--- config.mk ---
export PLATFORM = sky130hd
export DESIGN_NAME = stint_irq_ctrl
export DESIGN_NICKNAME = d
export VERILOG_FILES = /design/src/rtl/stint_pkg.sv /design/src/rtl/stint_cfg_regs.sv /design/src/rtl/stint_sticky.sv /design/src/rtl/stint_gpio.sv /design/src/rtl/stint_irq_ctrl.sv
export SDC_FILE = /design/constraint.sdc
export NUM_CORES = 1
export LEC_CHECK = 0
export BUFFER_PORTS_ARGS = -buffer_cell sky130_fd_sc_hd__buf_2
export CAP_MARGIN = 20
export CORE_MARGIN = 2
export CORE_UTILIZATION = 50
export CTS_BUF_LIST = sky130_fd_sc_hd__clkbuf_8
export DETAILED_ROUTE_END_ITERATION = 10
export PLACE_DENSITY = 0.86
export SLEW_MARGIN = 0
export SYNTH_ARGS = -nofsm -noshare
export SYNTH_HDL_FRONTEND = slang
export SYNTH_SLANG_ARGS = --single-unit
--- constraint.sdc ---
create_clock -name clk -period 2.42 [get_ports clk]
set_input_delay 0.363 -clock clk [delete_from_list [all_inputs] [get_ports clk]]
set_output_delay 0.363 -clock clk [all_outputs]
set_load 0.1 [all_outputs]
--- src/rtl/stint_pkg.sv ---
package stint_pkg;

    localparam int REG_AW = 3;
    localparam int NCLASS = 3;   // low limit, high limit, completion

    typedef enum logic [REG_AW-1:0] {
        ADDR_CTRL    = 3'd0,
        ADDR_LOW_EN  = 3'd1,
        ADDR_HIGH_EN = 3'd2,
        ADDR_DONE_EN = 3'd3,
        ADDR_LOW_ST  = 3'd4,
        ADDR_HIGH_ST = 3'd5,
        ADDR_DONE_ST = 3'd6,
        ADDR_GPIO_ST = 3'd7
    } reg_addr_e;

    typedef enum logic [1:0] {
        GPIO_OFF  = 2'd0,
        GPIO_IN   = 2'd1,
        GPIO_DRV0 = 2'd2,
        GPIO_DRV1 = 2'd3
    } gpio_mode_e;

    typedef enum logic [1:0] {
        TRIG_NONE  = 2'd0,
        TRIG_HIGH  = 2'd1,
        TRIG_LOW   = 2'd2,
        TRIG_NONE2 = 2'd3
    } gpio_trig_e;

    typedef struct packed {
        gpio_trig_e trig;
        gpio_mode_e mode;
        logic       pol;
    } ctrl_t;

endpackage

--- src/rtl/stint_cfg_regs.sv ---
module stint_cfg_regs
    import stint_pkg::*;
#(
    parameter int NSTAGE = 12,
    parameter int DW     = 16
) (
    input  logic                           clk,
    input  logic                           rst_n,
    input  logic                           wr_en,
    input  logic [REG_AW-1:0]              addr,
    input  logic [DW-1:0]                  wdata,
    output ctrl_t                          ctrl_o,
    output logic [NCLASS-1:0][NSTAGE-1:0]  en_o
);

    typedef struct packed {
        ctrl_t                          ctrl;
        logic [NCLASS-1:0][NSTAGE-1:0]  en;
    } cfg_state_t;

    cfg_state_t s_d, s_q;

    logic unused_wdata;
    assign unused_wdata = ^wdata[DW-1:NSTAGE];

    always_comb begin
        s_d = s_q;
        if (wr_en) begin
            case (addr)
                ADDR_CTRL: begin
                    s_d.ctrl.pol  = wdata[0];
                    s_d.ctrl.mode = gpio_mode_e'(wdata[3:2]);
                    s_d.ctrl.trig = gpio_trig_e'(wdata[5:4]);
                end
                ADDR_LOW_EN:  s_d.en[0] = wdata[NSTAGE-1:0];
                ADDR_HIGH_EN: s_d.en[1] = wdata[NSTAGE-1:0];
                ADDR_DONE_EN: s_d.en[2] = wdata[NSTAGE-1:0];
                default: ;
            endcase
        end
    end

    always_ff @(posedge clk or negedge rst_n) begin
        if (!rst_n) s_q <= '0;
        else        s_q <= s_d;
    end

    assign ctrl_o = s_q.ctrl;
    assign en_o   = s_q.en;

endmodule

--- src/rtl/stint_sticky.sv ---
module stint_sticky #(
    parameter int W = 12
) (
    input  logic         clk,
    input  logic         rst_n,
    input  logic [W-1:0] set_i,
    input  logic         clr_i,
    output logic [W-1:0] stat_o
);

    logic [W-1:0] stat_d, stat_q;

    // A clearing read drops old bits; an event in the same cycle sets anew.
    always_comb begin
        stat_d = (clr_i ? '0 : stat_q) | set_i;
    end

    always_ff @(posedge clk or negedge rst_n) begin
        if (!rst_n) stat_q <= '0;
        else        stat_q <= stat_d;
    end

    assign stat_o = stat_q;

endmodule

--- src/rtl/stint_gpio.sv ---
module stint_gpio
    import stint_pkg::*;
#(
    parameter int SYNC_DEPTH = 2
) (
    input  logic       clk,
    input  logic       rst_n,
    input  logic       pad_i,
    input  gpio_mode_e mode_i,
    input  gpio_trig_e trig_i,
    output logic       oe_o,
    output logic       out_o,
    output logic       hit_o
);

    logic [SYNC_DEPTH-1:0] sync_d, sync_q;
    logic                  lvl;

    generate
        if (SYNC_DEPTH == 1) begin : g_one
            always_comb sync_d = pad_i;
        end else begin : g_chain
            always_comb sync_d = {sync_q[SYNC_DEPTH-2:0], pad_i};
        end
    endgenerate

    always_ff @(posedge clk or negedge rst_n) begin
        if (!rst_n) sync_q <= '0;
        else        sync_q <= sync_d;
    end

    assign lvl = sync_q[SYNC_DEPTH-1];

    always_comb begin
        hit_o = 1'b0;
        if (mode_i == GPIO_IN) begin
            case (trig_i)
                TRIG_HIGH: hit_o = lvl;
                TRIG_LOW:  hit_o = ~lvl;
                default:   hit_o = 1'b0;
            endcase
        end
        oe_o  = (mode_i == GPIO_DRV0) || (mode_i == GPIO_DRV1);
        out_o = (mode_i == GPIO_DRV1);
    end

endmodule

--- src/rtl/stint_irq_ctrl.sv ---
module stint_irq_ctrl
    import stint_pkg::*;
#(
    parameter int NSTAGE     = 12,
    parameter int DW         = 16,
    parameter int SYNC_DEPTH = 2
) (
    input  logic                 clk,
    input  logic                 rst_n,
    input  logic [NSTAGE-1:0]    lim_low,
    input  logic [NSTAGE-1:0]    lim_high,
    input  logic [NSTAGE-1:0]    conv_done,
    input  logic                 reg_wr,
    input  logic                 reg_rd,
    input  logic [REG_AW-1:0]    reg_addr,
    input  logic [DW-1:0]        reg_wdata,
    output logic [DW-1:0]        reg_rdata,
    input  logic                 gpio_in,
    output logic                 gpio_oe,
    output logic                 gpio_out,
    output logic                 int_out
);

    ctrl_t                          ctrl;
    logic [NCLASS-1:0][NSTAGE-1:0]  en;
    logic [NCLASS-1:0][NSTAGE-1:0]  evt;
    logic [NCLASS-1:0][NSTAGE-1:0]  stat;
    logic                           gpio_hit;
    logic                           gpio_stat;
    logic                           pending;

    assign evt[0] = lim_low;
    assign evt[1] = lim_high;
    assign evt[2] = conv_done;

    stint_cfg_regs #(.NSTAGE(NSTAGE), .DW(DW)) u_cfg (
        .clk    (clk),
        .rst_n  (rst_n),
        .wr_en  (reg_wr),
        .addr   (reg_addr),
        .wdata  (reg_wdata),
        .ctrl_o (ctrl),
        .en_o   (en)
    );

    generate
        for (genvar c = 0; c < NCLASS; c++) begin : g_cls
            localparam logic [REG_AW-1:0] ST_ADDR = REG_AW'(int'(ADDR_LOW_ST) + c);
            stint_sticky #(.W(NSTAGE)) u_st (
                .clk    (clk),
                .rst_n  (rst_n),
                .set_i  (evt[c]),
                .clr_i  (reg_rd && (reg_addr == ST_ADDR)),
                .stat_o (stat[c])
            );
        end
    endgenerate

    stint_gpio #(.SYNC_DEPTH(SYNC_DEPTH)) u_gpio (
        .clk    (clk),
        .rst_n  (rst_n),
        .pad_i  (gpio_in),
        .mode_i (ctrl.mode),
        .trig_i (ctrl.trig),
        .oe_o   (gpio_oe),
        .out_o  (gpio_out),
        .hit_o  (gpio_hit)
    );

    stint_sticky #(.W(1)) u_gst (
        .clk    (clk),
        .rst_n  (rst_n),
        .set_i  (gpio_hit),
        .clr_i  (reg_rd && (reg_addr == ADDR_GPIO_ST)),
        .stat_o (gpio_stat)
    );

    always_comb begin
        reg_rdata = '0;
        case (reg_addr)
            ADDR_CTRL: begin
                reg_rdata[0]   = ctrl.pol;
                reg_rdata[3:2] = ctrl.mode;
                reg_rdata[5:4] = ctrl.trig;
            end
            ADDR_LOW_EN:  reg_rdata[NSTAGE-1:0] = en[0];
            ADDR_HIGH_EN: reg_rdata[NSTAGE-1:0] = en[1];
            ADDR_DONE_EN: reg_rdata[NSTAGE-1:0] = en[2];
            ADDR_LOW_ST:  reg_rdata[NSTAGE-1:0] = stat[0];
            ADDR_HIGH_ST: reg_rdata[NSTAGE-1:0] = stat[1];
            ADDR_DONE_ST: reg_rdata[NSTAGE-1:0] = stat[2];
            ADDR_GPIO_ST: reg_rdata[0]          = gpio_stat;
            default: ;
        endcase
    end

    always_comb begin
        pending = gpio_stat;
        for (int c = 0; c < NCLASS; c++) begin
            pending = pending | (|(stat[c] & en[c]));
        end
        int_out = ctrl.pol ? pending : ~pending;
    end

endmodule

# Yosys cells after proc, flatten, opt, wreduce, memory -nomap -nowiden
# Index checks and enable logic that the tools add are counted.
[op_classes]
bitwise = 12
multipliers = 0
n_addsub = 0
n_eq_ne = 12
n_lt_le_gt_ge = 0
n_div = 0
shifts = 0
n_reduce_logical = 13
mux = 11
[op_table]
columns = ["op", "count"]
rows = [
  ["AND 12 bit", 3],
  ["two-way mux 12 bit", 3],
  ["bitwise OR 12 bit", 3],
  ["one-hot mux 6 bit (6 select lines)", 1],
  ["OR reduction 12 bit", 3],
  ["one-hot mux 4 bit (7 select lines)", 1],
  ["equality test 3 bit, second input constant", 4],
  ["one-hot mux 1 bit (8 select lines)", 1],
  ["AND reduction 2 bit", 4],
  ["equality test 2 bit, second input constant", 3],
  ["equality test 3 x 2 -> 1 bit, second input constant", 2],
  ["one-hot mux 1 bit (6 select lines)", 1],
  ["equality test 2 x 1 -> 1 bit, second input constant", 2],
  ["logical AND 1 bit", 4],
  ["bitwise OR 1 bit", 4],
  ["equality test 3 x 1 -> 1 bit, second input constant", 1],
  ["logical NOT 3 bit", 1],
  ["two-way mux 1 bit", 3],
  ["inverter 1 bit", 2],
  ["one-hot mux 1 bit (2 select lines)", 1],
  ["logical OR 1 bit", 1],
]
[word_totals]
ff_bits = 80
ramBits = 0
input_bits = 60
elab_cells = 59
out_inout_bits = 19
latch_bits = 0
mem_count = 0
romBits = 0

# Longest topological paths before layout
# Gate-level depths: netlist of run 1.
[logic_depth]
depth_word = 7
mapped_depth = 6
ltp_nobuf = 5

# By module
# A second synthesis of run 1 with hierarchy kept.
[hier_totals]
cells_unflattened = 315
area_unflattened_um2 = 3907.5
[modules_own_cells]
columns = ["module", "area_each_um2", "instances", "seq_area_each_um2", "cells_per_inst"]
rows = [
  ["stint_cfg_regs", 1597.8, 1, 1026.0, 89],
  ["stint_sticky (g_cls[0].u_st ...)", 407.9, 3, 300.3, 26],
  ["stint_irq_ctrl", 958.4, 1, 0.0, 137],
  ["stint_gpio", 91.3, 1, 50.0, 8],
  ["stint_sticky (u_gst)", 36.3, 1, 25.0, 3],
]

# Worst setup path after synthesis of run 1
# OpenSTA, ideal clock, no wires.
[synth_timing]
path_kind = "register -> output"
startpoint = "register u_cfg.s_q, in the netlist u_cfg.en_o[21]"
endpoint = "output int_out"
arrival_time_ns = 2.629
path_buffers = 0
slack_ns = -0.572
path_stages_with_launch = 6
required_ns = 2.057
path_cell_list = "dfrtp_1 a22o_1 a221oi_2 nand4_1 nor4_2 xor2_1"
[synth_between]
elab_chain_cells = 6
[synth_lines]
columns = ["item", "line", "text"]
rows = [
  ["start, declared", "stint_cfg_regs.sv:21", "cfg_state_t s_d, s_q;"],
  ["start signal, assigned", "stint_cfg_regs.sv:44", "if (!rst_n) s_q <= '0;"],
  ["start signal, assigned", "stint_cfg_regs.sv:45", "else s_q <= s_d;"],
  ["AND 12 bit *", "stint_irq_ctrl.sv:100", "pending = pending | (|(stat[c] & en[c]));"],
  ["OR reduction 12 bit *", "stint_irq_ctrl.sv:100", ""],
  ["bitwise OR 1 bit * (2 in series)", "stint_irq_ctrl.sv:100", ""],
  ["inverter 1 bit", "stint_irq_ctrl.sv:102", "int_out = ctrl.pol ? pending : ~pending;"],
  ["two-way mux 1 bit *", "stint_irq_ctrl.sv:102", ""],
  ["end, declared", "stint_irq_ctrl.sv:21", "output logic int_out"],
]
# Every way passes the cells marked *; elsewhere a longest branch is shown, timed or not.

# Worst setup path after layout of run 1
[layout_timing]
startpoint = "register u_cfg.s_q, in the netlist u_cfg.en_o[20]"
endpoint = "output int_out"
# Same word-level chain as after synthesis.

==> results of run 1 <==
[layout make-up]
type / count / area [um^2] / area share [%]
Sequential cell: 80 / 2000 / 42.2
Multi-Input combinational cell: 201 / 1780 / 37.6
Timing Repair Buffer: 85 / 628 / 13.3
Clock buffer: 11 / 151 / 3.20
Tap cell: 99 / 124 / 2.61
Clock inverter: 5 / 47.5 / 1.00
Inverter: 1 / 3.75 / 0.0792
[state kept, by name (all words and copies together) (netlist names)]
| name | cells |
|---|---|
| g_cls.u_st.stat_o | 36 |
| u_cfg.ctrl_o | 5 |
| u_gpio.sync_q | 2 |
| u_gst.stat_o | 1 |
| u_cfg.en_o | 36 |
[worst min-delay path by stage]
stage	from	end	slack, ns	cells after the start
CTS	gpio_in	u_gpio.sync_q[0]$_DFF_PN0_	0.09	1
global route	gpio_in	u_gpio.sync_q[0]$_DFF_PN0_	0.1	1
global placement	u_gpio.sync_q[0]$_DFF_PN0_	u_gpio.sync_q[1]$_DFF_PN0_	0.33	0
detailed placement	u_gpio.sync_q[0]$_DFF_PN0_	u_gpio.sync_q[1]$_DFF_PN0_	0.33	0
finish	gpio_in	u_gpio.sync_q[0]$_DFF_PN0_	0.11	1
floorplan	rst_n	g_cls[0].u_st.stat_o[0]$_DFF_PN0_	0.07	0
[routing by layer]
metal	vias up	global-route usage, %
met5	-	0
met4	0	10.4
met3	33	8.22
met2	163	36.5
met1	1459	35.4
li1	1269	-
[placed cells by master (no fill, tap or decap), drive strengths merged, types with 9 or more instances in the layout]
| cell type | synthesis | routed |
|---|---|---|
| a21o | 36 | 36 |
| a21oi | 18 | 18 |
| a221oi | 9 | 9 |
| a22oi | 10 | 10 |
| buf | 18 | 84 |
| clkbuf | 3 | 11 |
| dfrtp | 80 | 80 |
| mux2 | 47 | 47 |
| mux2i | 13 | 13 |
| nor2 | 17 | 17 |
[what timing repair did]
item,in CTS,in global routing
buffers inserted,1,0
cloned,0,0
pin swaps,4,1
endpoints found under the hold margin,0,10
hold buffers,0,1
setup endpoints to repair,1,1
gates resized for setup,1,0
[cells by family (layout without fill, tap and decap cells)]
group	after synthesis	in the layout
muxes	64	64
other	1	4
AOI/OAI and AO/OA	90	90
DFF	80	80
buffers and inverters	22	102
and+or+nand+nor	42	42
xor gates and xnor gates	1	1
[critical path, cell delays in order (launching register included)]
cell	delay (ns)
dfrtp_1	0.41
a222oi_1	0.34
nand3_1	0.20
nor4_4	0.35
xor2_2	0.24
buf_12	0.21
[synthesized netlist by cell type, drive strengths merged (2+ instances only)]
master  instances
o221ai          2
clkbuf          3
nor2           17
a22o            5
mux2           47
a32oi           2
a22oi          10
nor2b           4
nand2           2
nand3           4
mux2i          13
a221oi          9
o21ai           4
nand2b          5
dfrtp          80
a21oi          18
nand4           3
mux4            4
buf            18
a21o           36
[metrics by stage]
stage	utilization, %	setup slack (ns)	TNS (ns)
after floorplan	-	-0.0906	-0.0906
after global placement	61.3	0.234	0
after detailed placement	61.3	0.183	0
after CTS	64.2	-0.0558	-0.0558
after global routing	64.6	-0.124	-0.124
final	64.6	-0.0452	-0.0452
[power groups by stage]
stage	Sequential [W]	Combinational, W	Clock (W)
after detailed placement	0.00172	0.00104	0
after floorplan	0.00165	0.000772	0
after global routing	0.00173	0.00111	0.00106
final	0.00171	0.00105	0.000987
after CTS	0.00170	0.00105	0.00101
after global placement	0.00171	0.00102	0
==> reports/qor.yml, run 1 <==
setup_path:
  endpoint: "int_out"
  arrival_ns: 2.10
  critPathMaxFanout: 3
  timing.rr.start: "u_cfg.ctrl_o[4]$_DFFE_PN0P_"
  worstSetupPathType: "register to primary output"
  ff2ff_path_depth: 3
  timing.reg2reg.setup_slack_ns: 1.44
  required_ns: 2.06
  critPathCaptureType: "primary output"
  startpoint_type: "register"
  timing.rr.end: "u_gst.stat_o$_DFF_PN0_"
  startpoint: "u_cfg.en_o[20]$_DFFE_PN0P_"
sta:
  finalCritPeriodShare_pct: 102
  setup_slack_ns: -0.0452
  slew_violations: 0
  hold_slack_ns: 0.106
  fmax_ghz: 0.406
  hold_viol: 0
  period_needed_ns: 2.47
  finClkSkew_ns: 0.00137
  tightest_slew_ns: 0.896
  rsz0062_at_grt: "yes"
  relSlewSlack_pct: 40.3
  setup_viol: 1
finish:
  instances_no_fill: 482
  drive_gt1_share_pct: 41.5
  syn_to_final_growth_pct: 23.5
  design_area_um2: 4740
  fillCellCount: 545
  num_antenna_cells: 0
  fin_nets: 438
global_route:
  grt-ovfl-total: 0
  grt_first_pass_wirelength_mm: 15.9
  antenna_found_initial: 1
  grt_use_total_pct: 25.3
  grt_pass1_vias: 2917
  grt_max_degree: 81
synthesis:
  synth_fa_ha_area_share_pct: 0
  synth_top_family_by_area: "multiplexers"
  synthTopCellsByArea: "dfrtp_1 52%, mux2_2 8.2%, a21o_1 7.0%, mux2_4 3.9%, mux2i_1 3.4%"
  synth.avg_cell_area_um2: 12.8
  syn_inst: 300
  synth_edf_count: 0
  yosysTopAreaCell: "dfrtp_1"
  synth-simple-area-share_pct: 6.07
  synth-xor-area-share_pct: 0.228
  synthArstFlopShare_pct: 100
  synth-seq-area-share_pct: 52.2
  synth_top_area_share_pct: 52.2
  ys_seq_elements: 80
  synth_compound_area_share_pct: 17.6
  synthMuxAreaShare_pct: 20.5
  syn-cell-area_um2: 3840
  yosys_warnings: 0
  ys_types: 41
  ys.flop_type: "dfrtp_1"
flow_run:
  drv_cap: 0
clock_tree:
  insertion_delay_ns: 0.36
  ctsRootBufferMaster: "clkbuf_8"
  cts_num_sinks: 80
  cts_tree: "built"
  cts_buffer_depth: 2
  cts_max_level: 3
  clk_pin_slew_ns: 0.08
  cts_buffers: 9
floorplan:
  floorplan.initialDensity_pct: 52.3
  io_pins: 79
  die_w_um: 91.6
  dieArea_um2: 8390
  die_y_um: 91.6
  core_um2: 7330
  fp-row-count: 31
route:
  dr.pass1.iters: 5
  route.met3.wl_um: 898
  wirelength_met1_mm: 4.23
  ant_nets: 0
  post_drt_wl_per_cell_um: 20.5
  routed.top_layer: "met4"
  wl_met2_mm: 4.45
  via_per_inst: 6.07
  drt_iter0_markers: 325
  totalWireLength_mm: 9.87
  detailroute.via_count: 2924
  post-route-drc-count: 0
pwr:
  clock_power_share_pct: 26.3
  combPwrFrac_pct: 28.1
  p_sw_w: 0.00126
  pwr_density_cell_nw_per_um2: 791
  leakage_nw: 2.05
  p_total_w: 0.00375
  peakVddDrop_mv: 0.473
  p_int_w: 0.00249
  seq_power_share_pct: 45.5
  switching_share_pct: 33.6
min_path:
  hp-class: "primary input to register"
placed_design:
  hpwlAfterDp_mm: 7.11
  place_inst: 463
  gp_congestion: 0.936
  io_buffers: 70
  post_dp_cell_area_um2: 4490
outcome:
  outcome: "finished, violations left"
  failed_checks: "negative setup slack"
Power figures use the tool's default switching activity.
==> inputs of run 2 (changes only) <==
- CORE_MARGIN: 2 -> 1.5
==> run 2 against run 1 <==
The flow finishes with violations (negative hold slack, negative setup slack). Hold slack lost 0.14 ns. Sequential power is essentially flat. Largest cell class unchanged. Global-route usage grew 1.4 points. Worst setup slack lost 0.030 ns. Via count is essentially flat. Cell area grew 1.6%. Sequential share of layout area shrank 0.67 points. Die area shrank 2.2%. Critical path type unchanged.
==> reports/qor.yml, run 2 (synthesis gave the netlist of run 1 again) <==
pwr:
  p_sw_w: 0.00129
  combPwrFrac_pct: 26.2
  clock_power_share_pct: 32.0
  peakVddDrop_mv: 0.479
  leakage_nw: 2.08
  pwr_density_cell_nw_per_um2: 846
  seq_power_share_pct: 41.9
  p_int_w: 0.00278
  switching_share_pct: 31.7
floorplan:
  die_y_um: 90.6
  floorplan.initialDensity_pct: 52.3
  core_um2: 7330
  fp-row-count: 31
  dieArea_um2: 8210
  io_pins: 79
  die_w_um: 90.6
finish:
  final_cell_mix: "80 x dfrtp_1, 59 x buf_2, 36 x a21o_1"
  syn_to_final_growth_pct: 25.5
  design_area_um2: 4810
  instances_no_fill: 483
  mostFrequentLayoutCell: "dfrtp_1"
  fin_nets: 439
  drive_gt1_share_pct: 42.4
  num_antenna_cells: 0
clock_tree:
  cts_setup_buffers: 0
  insertion_delay_ns: 0.36
  clk_pin_slew_ns: 0.08
  cts_max_level: 3
  cts_tree: "built"
  cts_num_sinks: 80
  ctsRootBufferMaster: "clkbuf_8"
  cts_buffer_depth: 2
  cts_buffers: 9
placed_design:
  place_inst: 466
  post_dp_cell_area_um2: 4520
  hpwlAfterDp_mm: 7.13
  dpl_worst_slack_ns: 0.178
  io_buffers: 70
  gp_congestion: 0.892
sta:
  finalCritPeriodShare_pct: 103
  tns_ns: -0.0749
  hold_viol: 39
  relSlewSlack_pct: 41.5
  period_needed_ns: 2.49
  finClkSkew_ns: 0.00482
  setup_viol: 1
  hold_slack_ns: -0.0367
  fmax_ghz: 0.401
  rsz0062_at_grt: "yes"
  setup_slack_ns: -0.0749
  tightest_slew_ns: 0.878
  slew_violations: 0
global_route:
  grt_use_total_pct: 26.7
  grt-ovfl-total: 0
  grt_max_degree: 81
  grt_first_pass_wirelength_mm: 16.5
  antenna_found_initial: 0
  grt_pass1_vias: 3014
setup_path:
  startpoint_type: "register"
  worstSetupPathType: "register to primary output"
  required_ns: 2.06
  critPathMaxFanout: 3
  arrival_ns: 2.13
  critPathCaptureType: "primary output"
route:
  totalWireLength_mm: 10.3
  via_per_inst: 6.05
  ant_nets: 0
  dr.pass1.iters: 5
  detailroute.via_count: 2923
  drt_iter0_markers: 245
  post_drt_wl_per_cell_um: 21.2
  post-route-drc-count: 0
flow_run:
  drv_cap: 0
outcome:
  failed_checks: "negative hold slack, negative setup slack"
  outcome: "finished, violations left"
min_path:
  hp-class: "primary input to asynchronous set/reset pin"
==> run 2: cell count changes in the layout (fill, tap and decap cells not counted), sizes merged <==
cell,previous run,this run
buf,84,86
inv,3,1
dlygate4sd3,1,0
bufinv,1,4
clkbuf,11,10
==> run 2: through the flow <==
stage	total power, W	utilization [%]
finish	0.00407	65.7
global route	0.00422	65.7
CTS	0.00407	65.4
detailed placement	0.00277	61.6
global placement	0.00274	61.6
floorplan	0.00242	-
==> run 2: worst paths after layout <==
check	start	end	slack, ns	depth (start not counted)
max	u_cfg.en_o[20]$_DFFE_PN0P_	int_out	-0.07	5
min	rst_n	u_gpio.sync_q[1]$_DFF_PN0_	-0.04	1
max reg2reg	u_cfg.ctrl_o[3]$_DFFE_PN0P_	u_gst.stat_o$_DFF_PN0_	1.38	3
min reg2reg	u_gpio.sync_q[0]$_DFF_PN0_	u_gpio.sync_q[1]$_DFF_PN0_	0.37	0
max in group asynchronous	rst_n	g_cls[0].u_st.stat_o[7]$_DFF_PN0_	1.86	2
min in group clk	gpio_in	u_gpio.sync_q[0]$_DFF_PN0_	0.10	1
==> run 2: timing repair <==
action / in CTS / in global routing
setup endpoints to repair: 1 / 1
endpoints found under the hold margin: 0 / 0
hold buffers: 0 / 0
gates resized for setup: 1 / 0
pin swaps: 1 / 0
==> run 2: power by group through the flow <==
stage,Combinational [W],Clock [W],Sequential [W]
global route,0.00112,0.00137,0.00173
CTS,0.00106,0.00131,0.00170
floorplan,0.000772,0,0.00165
finish,0.00107,0.00130,0.00171
detailed placement,0.00105,0,0.00172
global placement,0.00103,0,0.00171
==> run 2: final cells by class <==
| type | instances | area (um^2) |
|---|---|---|
| fill | 570 | 2520 |
| multi-input combinational | 201 | 1780 |
| sequential | 80 | 2000 |
| timing repair buffer | 86 | 636 |
| inverter | 1 | 3.75 |
| clock inverter | 6 | 130 |
| clock buffer | 10 | 138 |
| tap | 99 | 124 |
==> run 2: metal layers <==
metal,share of wire [%],global-route usage [%],vias to the layer above
li1,-,-,1276
met1,42,36.1,1458
met2,48,40.4,158
met3,7.8,6.23,31
met4,2.8,13.4,0
met5,0,0,-
==> run 2: critical path, stage by stage, from the launching register on <==
cell and delay (ns):
dfrtp_1 0.39, a222oi_1 0.39, nand3_1 0.18, nor4_4 0.34, xor2_2 0.25, buf_12 0.21
